[config.mk]
export PLATFORM = sky130hd
export DESIGN_NAME = serial_xchg_seq
export DESIGN_NICKNAME = d
export VERILOG_FILES = /design/src/rtl/serial_xchg_pkg.sv /design/src/rtl/bitclk_gate.sv /design/src/rtl/cap_shift.sv /design/src/rtl/reply_shift.sv /design/src/rtl/desig_decode.sv /design/src/rtl/serial_xchg_seq.sv
export SDC_FILE = /design/constraint.sdc
export NUM_CORES = 1
export LEC_CHECK = 0
export BUFFER_PORTS_ARGS = -buffer_cell sky130_fd_sc_hd__buf_2
export CORE_AREA = 2 2 86 88
export CTS_CLUSTER_SIZE = 8
export DETAILED_ROUTE_END_ITERATION = 8
export DIE_AREA = 0 0 88 90
export PLACE_DENSITY_LB_ADDON = 0.08
export SYNTH_ARGS = -nofsm -noshare
export SYNTH_HDL_FRONTEND = slang
export SYNTH_SLANG_ARGS = --single-unit
[constraint.sdc]
create_clock -name clk -period 4.89 [get_ports clk]
set_input_delay 0.489 -clock clk [delete_from_list [all_inputs] [get_ports clk]]
set_output_delay 0.489 -clock clk [all_outputs]
set_load 0.02 [all_outputs]
[src/rtl/serial_xchg_pkg.sv]
package serial_xchg_pkg;
  typedef enum logic [1:0] {
    ST_IDLE = 2'd0,
    ST_RECV = 2'd1,
    ST_EOC  = 2'd2,
    ST_SEND = 2'd3
  } xchg_state_e;
endpackage

[src/rtl/bitclk_gate.sv]
module bitclk_gate (
  input  logic clk,
  input  logic rst_n,
  input  logic en_i,
  input  logic tick_i,
  output logic clk_o,
  output logic rise_o,
  output logic fall_o
);
  logic clk_q;

  always_ff @(posedge clk) begin
    if (!rst_n)       clk_q <= 1'b0;
    else if (!en_i)   clk_q <= 1'b0;
    else if (tick_i)  clk_q <= ~clk_q;
  end

  assign rise_o = en_i & tick_i & ~clk_q;
  assign fall_o = en_i & tick_i &  clk_q;
  assign clk_o  = clk_q;


  tick_pace_chk: assert property (@(posedge clk) disable iff (!rst_n)
    !tick_i |=> $stable(clk_q));
endmodule

[src/rtl/cap_shift.sv]
module cap_shift #(
  parameter int W = 32
) (
  input  logic         clk,
  input  logic         rst_n,
  input  logic         shift_i,
  input  logic         sdi_i,
  output logic [W-1:0] word_o
);
  always_ff @(posedge clk) begin
    if (!rst_n)       word_o <= '0;
    else if (shift_i) word_o <= {word_o[W-2:0], sdi_i};
  end
endmodule

[src/rtl/reply_shift.sv]
module reply_shift #(
  parameter int W = 16
) (
  input  logic         clk,
  input  logic         rst_n,
  input  logic         load_i,
  input  logic [W-1:0] data_i,
  input  logic         shift_i,
  output logic         sdo_o
);
  logic [W-1:0] sr_q;

  always_ff @(posedge clk) begin
    if (!rst_n)       sr_q <= '0;
    else if (load_i)  sr_q <= data_i;
    else if (shift_i) sr_q <= {sr_q[W-2:0], 1'b0};
  end

  assign sdo_o = sr_q[W-1];


  sdo_hold_chk: assert property (@(posedge clk) disable iff (!rst_n)
    (!load_i && !shift_i) |=> $stable(sdo_o));
endmodule

[src/rtl/desig_decode.sv]
module desig_decode #(
  parameter int FW = 3,
  parameter int GW = 5
) (
  input  logic [FW-1:0] code_i,
  output logic [GW-1:0] sel_o,
  output logic          bad_o
);
  always_comb begin
    sel_o = '0;
    for (int k = 0; k < GW; k++) begin
      if (int'(code_i) == k + 1) sel_o[k] = 1'b1;
    end
    bad_o = ~|sel_o;
  end


  always_comb begin
    sel_onehot_chk: assert ($onehot0(sel_o));
  end
endmodule

[src/rtl/serial_xchg_seq.sv]
module serial_xchg_seq
  import serial_xchg_pkg::*;
#(
  parameter int IN_BITS   = 32,
  parameter int OUT_BITS  = 16,
  parameter int EOC_LEN   = 4,
  parameter int FIELD_W   = 3,
  parameter int GROUP_W   = 5,
  parameter int PLAT_LSB  = 29,
  parameter int RELAY_LSB = 26
) (
  input  logic                clk,
  input  logic                rst_n,
  input  logic                bit_tick,
  input  logic                start_i,
  input  logic                sdi_i,
  output logic                in_clk_o,
  output logic                out_clk_o,
  output logic                sdo_o,
  output logic [IN_BITS-1:0]  cap_word_o,
  output logic                cap_valid_o,
  output logic [GROUP_W-1:0]  plat_sel_o,
  output logic [GROUP_W-1:0]  relay_sel_o,
  output logic [1:0]          code_bad_o,
  output logic                eoc_o,
  input  logic [OUT_BITS-1:0] resp_i,
  output logic                done_o
);
  localparam int ICW = $clog2(IN_BITS + 1);
  localparam int OCW = $clog2(OUT_BITS);
  localparam int ECW = (EOC_LEN > 1) ? $clog2(EOC_LEN) : 1;
  localparam logic [ICW-1:0] IN_FULL  = ICW'(IN_BITS);
  localparam logic [OCW-1:0] OUT_LAST = OCW'(OUT_BITS - 1);
  localparam logic [ECW-1:0] EOC_LAST = ECW'(EOC_LEN - 1);
  localparam int LSB_TAB [2] = '{PLAT_LSB, RELAY_LSB};

  xchg_state_e     state_q;
  logic [ICW-1:0]  in_cnt_q;
  logic [OCW-1:0]  out_cnt_q;
  logic [ECW-1:0]  eoc_cnt_q;
  logic            start_q, in_arm_q, out_arm_q;
  logic            in_rise, in_fall, out_rise, out_fall;
  logic            out_gate, start_edge, reply_load;
  logic [GROUP_W-1:0] grp_sel [2];

  assign start_edge = start_i & ~start_q;
  assign out_gate   = out_arm_q & (state_q == ST_SEND);
  assign reply_load = (state_q == ST_EOC) && (eoc_cnt_q == EOC_LAST);
  assign eoc_o      = (state_q == ST_EOC);

  bitclk_gate u_in_gate (
    .clk(clk), .rst_n(rst_n), .en_i(in_arm_q), .tick_i(bit_tick),
    .clk_o(in_clk_o), .rise_o(in_rise), .fall_o(in_fall));

  bitclk_gate u_out_gate (
    .clk(clk), .rst_n(rst_n), .en_i(out_gate), .tick_i(bit_tick),
    .clk_o(out_clk_o), .rise_o(out_rise), .fall_o(out_fall));

  cap_shift #(.W(IN_BITS)) u_cap (
    .clk(clk), .rst_n(rst_n), .shift_i(in_rise), .sdi_i(sdi_i),
    .word_o(cap_word_o));

  reply_shift #(.W(OUT_BITS)) u_reply (
    .clk(clk), .rst_n(rst_n), .load_i(reply_load), .data_i(resp_i),
    .shift_i(out_fall), .sdo_o(sdo_o));

  for (genvar g = 0; g < 2; g++) begin : g_dec
    desig_decode #(.FW(FIELD_W), .GW(GROUP_W)) u_dec (
      .code_i(cap_word_o[LSB_TAB[g] +: FIELD_W]),
      .sel_o(grp_sel[g]),
      .bad_o(code_bad_o[g]));
  end
  assign plat_sel_o  = grp_sel[0];
  assign relay_sel_o = grp_sel[1];

  always_ff @(posedge clk) begin
    if (!rst_n) begin
      state_q     <= ST_IDLE;
      in_cnt_q    <= '0;
      out_cnt_q   <= '0;
      eoc_cnt_q   <= '0;
      start_q     <= 1'b0;
      in_arm_q    <= 1'b0;
      out_arm_q   <= 1'b0;
      cap_valid_o <= 1'b0;
      done_o      <= 1'b0;
    end else begin
      start_q <= start_i;
      done_o  <= 1'b0;
      unique case (state_q)
        ST_IDLE: if (start_edge) begin
          state_q     <= ST_RECV;
          in_arm_q    <= 1'b1;
          in_cnt_q    <= '0;
          cap_valid_o <= 1'b0;
        end
        ST_RECV: begin
          if (in_rise) in_cnt_q <= in_cnt_q + 1'b1;
          if (in_fall && in_cnt_q == IN_FULL) begin
            state_q     <= ST_EOC;
            in_arm_q    <= 1'b0;
            out_arm_q   <= 1'b1;
            eoc_cnt_q   <= '0;
            cap_valid_o <= 1'b1;
          end
        end
        ST_EOC: begin
          eoc_cnt_q <= eoc_cnt_q + 1'b1;
          if (eoc_cnt_q == EOC_LAST) begin
            state_q   <= ST_SEND;
            out_cnt_q <= '0;
          end
        end
        ST_SEND: if (out_fall) begin
          out_cnt_q <= out_cnt_q + 1'b1;
          if (out_cnt_q == OUT_LAST) begin
            state_q   <= ST_IDLE;
            out_arm_q <= 1'b0;
            done_o    <= 1'b1;
          end
        end
        default: state_q <= ST_IDLE;
      endcase
    end
  end


  clk_exclusive_chk: assert property (@(posedge clk) disable iff (!rst_n)
    !(in_clk_o && out_clk_o));


  eoc_quiet_chk: assert property (@(posedge clk) disable iff (!rst_n)
    eoc_o |-> !in_clk_o && !out_clk_o);


  cap_hold_chk: assert property (@(posedge clk) disable iff (!rst_n)
    cap_valid_o |=> (!cap_valid_o || $stable(cap_word_o)));


  done_single_chk: assert property (@(posedge clk) disable iff (!rst_n)
    done_o |=> !done_o);
endmodule

Yosys cells after proc, flatten, opt, wreduce, memory -nomap -nowiden
Cells that the tools add are included.
{ "classes": {"addsub": 3, "n_eq_ne": 22, "mux": 36, "bitwise_logic": 10, "n_reduce_logical": 21} }
{ "ops": {"columns": ["op", "n"], "rows": [
  ["$mux W16", 2],
  ["$eq A3 B3 Y1 const B", 8],
  ["$mux W1", 17],
  ["$mux W2", 6],
  ["$mux W6", 2],
  ["$pmux W6 S2", 1],
  ["$reduce_and A3 Y1", 4],
  ["$reduce_bool A2 Y1", 5],
  ["$reduce_or A5 Y1", 2],
  ["$mux W4", 2],
  ["$ne A2 B2 Y1 const B", 4],
  ["$pmux W2 S4", 1],
  ["$pmux W4 S2", 1],
  ["$and A1 B1 Y1", 7],
  ["$add A6 B1 Y6 const B", 1],
  ["$eq A2 B2 Y1 const B", 3],
  ["$eq A3 B2 Y1 const B", 2],
  ["$eq A6 B6 Y1 const B", 1],
  ["$pmux W1 S2", 3],
  ["$reduce_and A2 Y1", 3],
  ["$reduce_and A5 Y1", 1],
  ["$add A4 B1 Y4 const B", 1],
  ["$eq A4 B4 Y1 const B", 1],
  ["$ne A2 B1 Y1 const B", 2],
  ["8 further kinds", 12]
]} }
{ "word_totals": {"register_bits": 69, "input_bits": 21, "out_inout_bits": 50, "wordCells": 105} }

Logic depth before layout (Yosys ltp)
Gate-level depths: netlist of run 1.
{ "depth": {"depth_word": 6, "ltp_mapped": 7, "depth_no_buf": 6} }

Hierarchy
A second synthesis of run 1 with hierarchy kept.
{ "hier_totals": {"cells_unflattened": 314, "area_unflattened_um2": 3363.2} }
{ "by_module_without_submodules": {"columns": ["module", "instances", "cells_each", "area_per_inst_um2"], "rows": [
  ["cap_shift", 1, 103, 1243.7],
  ["serial_xchg_seq", 1, 115, 1067.3],
  ["reply_shift", 1, 70, 842.1],
  ["desig_decode", 2, 7, 55.1],
  ["bitclk_gate", 2, 6, 50.0]
]} }

Least setup slack after synthesis of run 1
OpenSTA, ideal clock, no wires.
{ "synth_path": {"path_kind": "input to register", "startpoint": "input bit_tick", "endpoint": "register in_cnt_q[4]", "setup_time_ps": 116, "arrival_time_ps": 1773, "slack_ps": 3000, "path_stages": 5, "path_buffers": 1, "cell_sequence": "clkbuf_1 > nand3b_1 > a221oi_1 > a311oi_1 > a41o_2"} }
{ "synth_via": {"elab_chain_len": 4} }
{ "synth_lines": {"columns": ["item", "line_no", "source"], "rows": [
  ["from (decl)", "serial_xchg_seq.sv:14", "input logic bit_tick,"],
  ["$and A1 B1 Y1 (2 in series)", "bitclk_gate.sv:18", "assign rise_o = en_i & tick_i & ~clk_q;"],
  ["$ne A2 B2 Y1 (no source line)", null, null],
  ["$reduce_and A3 Y1 (no source line)", null, null],
  ["to (signal assigned)", "serial_xchg_seq.sv:98", "if (in_rise) in_cnt_q <= in_cnt_q + 1'b1;"],
  ["to (decl)", "serial_xchg_seq.sv:38", "logic [ICW-1:0] in_cnt_q;"]
]} }
No other way between the ends.
A chain may end at the register's enable or synchronous reset.

Worst setup path in the final report of run 1
{ "layout_path": {"startpoint": "register state_q[0]", "endpoint": "register out_cnt_q[3]"} }
{ "layout_via": {"elab_chain_len": 6, "elab_cells_between_ends": 10, "cone_classes": "4 x eq/ne; 1 x mux; 3 x bitwise; 2 x reduce/logical"} }
{ "layout_lines": {"columns": ["item", "line_no", "source"], "rows": [
  ["from (decl)", "serial_xchg_seq.sv:37", "xchg_state_e state_q;"],
  ["from (signal assigned)", "serial_xchg_seq.sv:78", "state_q <= ST_IDLE;"],
  ["from (signal assigned)", "serial_xchg_seq.sv:92", "state_q <= ST_RECV;"],
  ["from (signal assigned)", "serial_xchg_seq.sv:100", "state_q <= ST_EOC;"],
  ["$eq A2 B2 Y1", "serial_xchg_seq.sv:47, serial_xchg_seq.sv:90", null],
  ["$and A1 B1 Y1", "serial_xchg_seq.sv:47", "assign out_gate = out_arm_q & (state_q == ST_SEND);"],
  ["$and A1 B1 Y1", null, null],
  ["$and A1 B1 Y1", "bitclk_gate.sv:19", "assign fall_o = en_i & tick_i & clk_q;"],
  ["$ne A2 B2 Y1 (no source line)", null, null],
  ["$reduce_and A3 Y1 (no source line)", null, null],
  ["to (signal assigned)", "serial_xchg_seq.sv:115", "out_cnt_q <= out_cnt_q + 1'b1;"],
  ["to (decl)", "serial_xchg_seq.sv:39", "logic [OCW-1:0] out_cnt_q;"]
]} }
Several ways; a longest one is shown, not always the timed one.

==> flow_summary.yaml, run 1 <==
outcome:
  status: "finished, final reports clean"
sta:
  relSlewSlack_pct: 36.49
  finalSetupViolCount: 0
  final-max-slew-violation-count: 0
  max_freq_mhz: 448.9
  setup_repair_after_global_routing_missed_its_margin: "no"
  finalClockSkew_ns: 0.007155
  clock_period_minus_worst_slack_ns: 2.228
  min_period_over_period_pct: 45.55
  pin_slew_with_the_least_headroom_to_its_limit_ns: 0.9504
  finalSetupTns_ns: 0
  timing.final.hold_violations: 0
worst_setup_path:
  timing.critical_path.from: "state_q[0]"
  cp.arrival_ns: 2.45
  critPathCaptureType: "flop"
  setup.worst_path.class: "reg -> reg"
  crit-reg2reg-launch: "state_q[0]"
  cp_max_fo: 32
  critPathRequiredTime_ns: 5.11
  critical_path.startpoint_type: "flop"
final_layout:
  nNetsFinal: 446
  num_antenna_cells: 0
  synthToLayoutAreaGrowth_pct: 20.30
  final_layout_size_suffix_gt1_share_pct: 23.04
  final_util_pct: 51.97
global_route:
  maximum_number_of_pins_on_one_net_before_global_route_repair: 55
  grt_antenna_before_repair: 0
  globalRouteOverflowTotal: 0
  first_global_vias: 2319
  grt_util_all_layers_pct: 16.59
  grt_first_pass_wirelength_um: 10510
hold_path:
  worstHoldPathType: "in -> reg"
  timing.hold.worst.start: "start_i"
logic_synthesis:
  synth-warning-count: 0
  synth_enable_flop_cells: 0
  synth_area_um2: 3033
  postSynth.asyncResetShare_pct: 0
  synth_cells: 358
  synth_area_per_cell_um2: 8.472
  yosysUniqueCellTypes: 42
  sequential_fraction_of_the_synthesis_area_pct: 45.54
  postSynthRegisterBits: 69
  yosys_most_used_dff: "dfxtp_1"
  syn_nets: 388
route:
  avgViaCountPerCell: 4.965
  route.vias.total: 2582
  drt_pass1_iterations: 4
  route.detailed.wl_per_inst_um: 12.11
  route.final.wire_length_um: 6295
  route.antenna.remaining_nets: 0
  drcViolationCount: 0
  drt_iter0_markers: 79
floorplan:
  design.die.area_um2: 7920
  num_rows: 31
  top_level_ports: 71
  coreArea_um2: 7020
  floorplan.die.width_um: 88
  start_util_pct: 43.20
  chipHeight_um: 90
cts:
  ctsHtreeMaxLevel: 3
  postCtsSetupRepairBufs: 0
  cts_sinks: 69
  cts.reportedPaths.clkPinSlew_ns: 0.07
  worst_skew_pair.late_latency_ns: 0.35
  clockBufferDepth: 2
  postCtsHoldBufs: 0
  tritoncts_clock_tree: "done"
  cts-buffers-inserted: 9
  cts_resized: 0
  clock_root_buffer_master: "clkbuf_8"
place:
  hpwlAfterDp_um: 4103
  io_buffers: 70
  place_congestion: 0.7681
power:
  power.ir.vdd_worst_v: 0.0001514
  total_leakage_power_uw: 0.001591
  p_per_area_nw_per_um2: 355.4
job:
  maxCapViolations: 0
placed cells by master (no fill, tap or decap), types with 3 or more instances in the layout:
cell,n
o21ai_0,4
dfxtp_1,69
inv_1,9
ha_1,9
nor3b_1,6
a211oi_1,18
nor3_1,3
and3b_1,4
buf_2,70
nand3_1,8
nand2_1,72
a21oi_1,37
clkbuf_8,10
nor2_1,31
buf_4,3
mux2i_1,21
xnor2_1,7
sequential cells by signal, summed over array words and instances (netlist names), 2 cells and up:
name          cells
u_cap.word_o     32
in_cnt_q          6
eoc_cnt_q         2
out_cnt_q         4
u_reply.sr_q     16
state_q           2
cell type report:
| type | instances | area [um^2] |
|---|---|---|
| clock buffers | 10 | 137.6 |
| repair buffers | 73 | 372.9 |
| clock inverters | 6 | 86.33 |
| well taps | 99 | 123.9 |
| multi-input cells | 253 | 1509 |
| inverters | 10 | 37.54 |
| fillers | 676 | 3372 |
| flip-flops and latches | 69 | 1381 |
synthesized netlist by cell type, types with 3 or more instances:
cell type / number / area (um^2)
and3b_1: 4 / 35.03
nor2_1: 32 / 120.1
nand2_1: 72 / 270.3
a21oi_1: 37 / 185.2
inv_1: 9 / 33.78
nor3_1: 3 / 15.01
nor3b_1: 6 / 45.04
mux2i_1: 21 / 210.2
o21ai_0: 4 / 20.02
xnor2_1: 7 / 61.31
dfxtp_1: 69 / 1381
nand3_1: 8 / 40.04
clkbuf_1: 20 / 75.07
ha_1: 9 / 112.6
a211oi_1: 18 / 135.1
routing by layer:
| metal | vias up | share of wire, % | GRT usage, % |
|---|---|---|---|
| li1 | 1335 | - | - |
| met1 | 1180 | 48 | 20.63 |
| met2 | 57 | 45 | 26.64 |
| met3 | 10 | 5.0 | 3.949 |
| met4 | 0 | 1.9 | 7.821 |
| met5 | - | 0 | 0 |
kinds of logic (layout without fill, tap and decap cells):
group	Yosys count	count (layout)	synth area share [%]
AND/OR/NAND/NOR	138	138	20.42
multiplexers	22	22	7.302
adder cells (fa/ha/maj)	9	9	3.713
buffers and inverters	36	99	4.785
XOR/XNOR	8	8	2.310
flip-flops	69	69	45.54
AO/OA/AOI/OAI	76	76	15.92
power breakdown:
group          internal (uW)  total [uW]  switching, uW  leakage [uW]
Combinational           69.4         184            115      0.000922
Sequential               577         592           14.9      0.000557
Clock                    300         521            221      0.000112
per-stage QoR:
step / worst slack, ns / area [um^2] / cells / total power, uW / hold WS, ns
finish: 2.662 / 3649 / 520 / 1297 / 0.3753
global route: 2.329 / 3649 / 520 / 1356 / 0.3883
CTS: 2.646 / 3649 / 520 / 1309 / 0.3668
detailed placement: 2.672 / 3425 / 504 / 789.2 / 0.4586
global placement: 2.774 / 3425 / 504 / 787.7 / 0.4478
floorplan: 3.000 / 3033 / 358 / 743.0 / 0.4472
worst max-delay path, cell delays in order (launching register included):
cell,delay [ns]
dfxtp_1,0.34
inv_1,0.11
ha_1,0.37
nand2_1,0.63
o21ai_0,0.56
nor2_1,0.09
worst paths after layout:
kind | to | slack [ns] | cells past startpoint
worst max-delay path | out_cnt_q[3] | 2.66 | 5
worst min-delay path | start_q | 0.38 | 2
worst max register to register | out_cnt_q[3] | 2.66 | 5
worst min register to register | u_cap.word_o[3] | 0.47 | 2
Power figures use the tool's default switching activity.
==> inputs of run 2 (changes only) <==
Settings changed: ABC_AREA set to 1, CORE_AREA 2 2 86 88 to 2 2 85 87, DIE_AREA 0 0 88 90 to 0 0 87 89.
Clock period 4.89 ns to 2.15 ns, I/O delays scaled along.
==> flow_summary.yaml, run 2 <==
cts:
  cts-buffers-inserted: 9
  postCtsHoldBufs: 0
  cts_sinks: 69
  ctsHtreeMaxLevel: 3
  worst_skew_pair.late_latency_ns: 0.34
  cts.reportedPaths.clkPinSlew_ns: 0.07
  postCtsSetupRepairBufs: 0
  clock_root_buffer_master: "clkbuf_8"
  clockBufferDepth: 2
  cts_resized: 0
  tritoncts_clock_tree: "done"
logic_synthesis:
  post-synth-top-count-cell: "nand2_1"
  postSynthRegisterBits: 69
  post-synth-top-area-cell: "dfxtp_1"
  synth_enable_flop_cells: 0
  postSynth.asyncResetShare_pct: 0
  synth_area_um2: 3023
  sequential_fraction_of_the_synthesis_area_pct: 45.70
  synth_area_per_cell_um2: 7.129
  yosysUniqueCellTypes: 24
  yosys_most_used_dff: "dfxtp_1"
  synth_cells: 424
  synthTopCellsByCount: "95 x nand2_1, 79 x nor2_1, 69 x dfxtp_1"
  syn_nets: 454
  synth_largest_type_area_fraction_pct: 45.70
  synth-warning-count: 0
  synth.area.top_cells: "dfxtp_1 46%, nand2_1 12%, nor2_1 9.8%, inv_1 4.6%, ha_1 3.7%"
sta:
  finalClockSkew_ns: 0.01231
  clock_period_minus_worst_slack_ns: 1.744
  post-route-worst-setup-slack_ns: 0.4057
  setup_repair_after_global_routing_missed_its_margin: "no"
  timing.final.hold_violations: 0
  max_freq_mhz: 573.3
  pin_slew_with_the_least_headroom_to_its_limit_ns: 0.4607
  final-max-slew-violation-count: 0
  min_period_over_period_pct: 81.13
  finalSetupTns_ns: 0
  relSlewSlack_pct: 69.24
  finalSetupViolCount: 0
final_layout:
  n_fill_cell: 684
  largest_register_ffs: 32
  reg_top3: "u_cap.word_o (32), u_reply.sr_q (16), in_cnt_q (6)"
  most-common-layout-cells: "95 x nand2_1, 78 x nor2_1, 70 x buf_2, 69 x dfxtp_1, 37 x inv_1"
  synthToLayoutAreaGrowth_pct: 19.16
  final_layout_size_suffix_gt1_share_pct: 20.40
  nNetsFinal: 520
  num_antenna_cells: 0
  stdcell_area_um2: 3602
  registers.top_by_ff_count: "u_cap.word_o"
  multi_input_area_um2: 1386
  seq_area_um2: 1381
  final_common_cell: "nand2_1"
power:
  swShare_pct: 38.68
  power_frac_clock_pct: 26.8
  combinationalPowerShare_pct: 33.0
  power.ir.vdd_worst_v: 0.0004840
  internal_power_uw: 2438
  total_leakage_power_uw: 0.001732
  power.sequential.fraction_pct: 40.2
  switching_power_uw: 1538
  p_per_area_nw_per_um2: 1104
worst_setup_path:
  critical_path.cell_chain: "inv_1 -> ha_1 -> nand2_1 -> inv_2 -> nor2_4 -> nand2_1 -> a31oi_1"
  cp.arrival_ns: 2.00
  critPathCaptureType: "flop"
  critPathRequiredTime_ns: 2.41
  crit_top_cell: "nand2_1"
  setup.worst_path.class: "reg -> reg"
  cp_slowest_cell: "nor2_4"
  cp_max_fo: 19
  setup.reg_to_reg.worst_slack_ns: 0.41
  worst_path_largest_cell_delay_ns: 0.36
  critical_path.startpoint_type: "flop"
global_route:
  globalRouteOverflowTotal: 0
  grt_util_all_layers_pct: 18.82
  grt_antenna_before_repair: 0
  grt_first_pass_wirelength_um: 11740
  first_global_vias: 2641
  maximum_number_of_pins_on_one_net_before_global_route_repair: 37
route:
  route.final.wire_length_um: 6758
  route.detailed.wl_per_inst_um: 11.75
  route.vias.total: 2806
  drcViolationCount: 0
  drt_iter0_markers: 124
  avgViaCountPerCell: 4.880
  route.antenna.remaining_nets: 0
  drt_pass1_iterations: 4
place:
  place_congestion: 0.7593
  placed_area_um2: 3402
  hpwlAfterDp_um: 4534
  detailedPlace.worstSlack_ns: 0.4236
  io_buffers: 70
floorplan:
  coreArea_um2: 6719
  design.die.area_um2: 7743
  start_util_pct: 44.99
  floorplan.die.width_um: 87
  top_level_ports: 71
  chipHeight_um: 89
  num_rows: 30
job:
  maxCapViolations: 0
outcome:
  status: "finished, final reports clean"
hold_path:
  worstHoldPathType: "in -> reg"
==> run 2: changes by cell type after synthesis, moves of 10 or more <==
cell / previous run / this run
a211oi_1: 18 / 1
a21oi_1: 37 / 22
a31oi_1: 1 / 13
clkbuf_1: 20 / 6
inv_1: 9 / 37
mux2i_1: 21 / 0
nand2_1: 72 / 95
nand3_1: 8 / 18
nor2_1: 32 / 79
o21ai_0: 4 / 17
o21ai_1: 1 / 19
==> run 2: kinds of logic (layout without fill, tap and decap cells) <==
logic type | count (synthesis) | count (layout) | synth area share [%]
AO/OA/AOI/OAI | 72 | 72 | 12.54
XOR/XNOR | 2 | 2 | 0.5796
flip-flops | 69 | 69 | 45.70
adder cells (fa/ha/maj) | 9 | 9 | 3.725
AND/OR/NAND/NOR | 211 | 211 | 28.93
buffers and inverters | 61 | 132 | 8.526
==> run 2: final timing paths <==
| check | depth (start not counted) | startpoint | to |
|---|---|---|---|
| worst min register to register | 2 | cap_valid_o | cap_valid_o |
| worst max-delay path | 7 | state_q[0] | u_reply.sr_q[1] |
| worst min-delay path | 3 | start_i | start_q |
| worst max register to register | 7 | state_q[0] | u_reply.sr_q[1] |
==> run 2: cell type report <==
type,count,area share (%)
clock buffers,11,3.925
clock inverters,5,1.633
inverters,43,4.481
multi-input cells,294,38.49
flip-flops and latches,69,38.35
well taps,80,2.779
repair buffers,73,10.35
==> run 2: power by group through the flow <==
stage / registers, uW / clock network (uW) / logic, uW
5_1_grt: 1630 / 1150 / 1500
2_1_floorplan: 1750 / 0 / 857
4_1_cts: 1600 / 1100 / 1320
3_3_place_gp: 1620 / 0 / 1310
6_report: 1600 / 1070 / 1310
3_5_place_dp: 1620 / 0 / 1310
==> run 2: critical path: cells and delay by family (launching register included) <==
family	cells	cell delay, ns
compound gates	1	0.19
flops	1	0.35
fa+ha+maj	1	0.29
buf+inv	2	0.26
simple gates	3	0.59
==> run 2: layer usage <==
| metal | vias up | global-route usage [%] | share of wire [%] | wire, um |
|---|---|---|---|---|
| met4 | 0 | 8.523 | 1.8 | 122 |
| met1 | 1252 | 23.85 | 50 | 3355 |
| met2 | 63 | 31.30 | 44 | 3004 |
| li1 | 1480 | - | - | - |
| met5 | - | 0 | 0 | 0 |
| met3 | 11 | 3.416 | 4.1 | 276 |
==> run 2: metrics by stage <==
| step | cells | util [%] | hold slack [ns] | power (uW) |
|---|---|---|---|---|
| after CTS | 575 | 53.61 | 0.05257 | 4015 |
| final | 575 | 53.61 | 0.06763 | 3977 |
| after detailed placement | 559 | 50.63 | 0.4165 | 2939 |
| after floorplan | 424 | - | 0.3085 | 2603 |
| after global routing | 575 | 53.61 | 0.06561 | 4276 |
| after global placement | 559 | 50.63 | 0.4061 | 2935 |
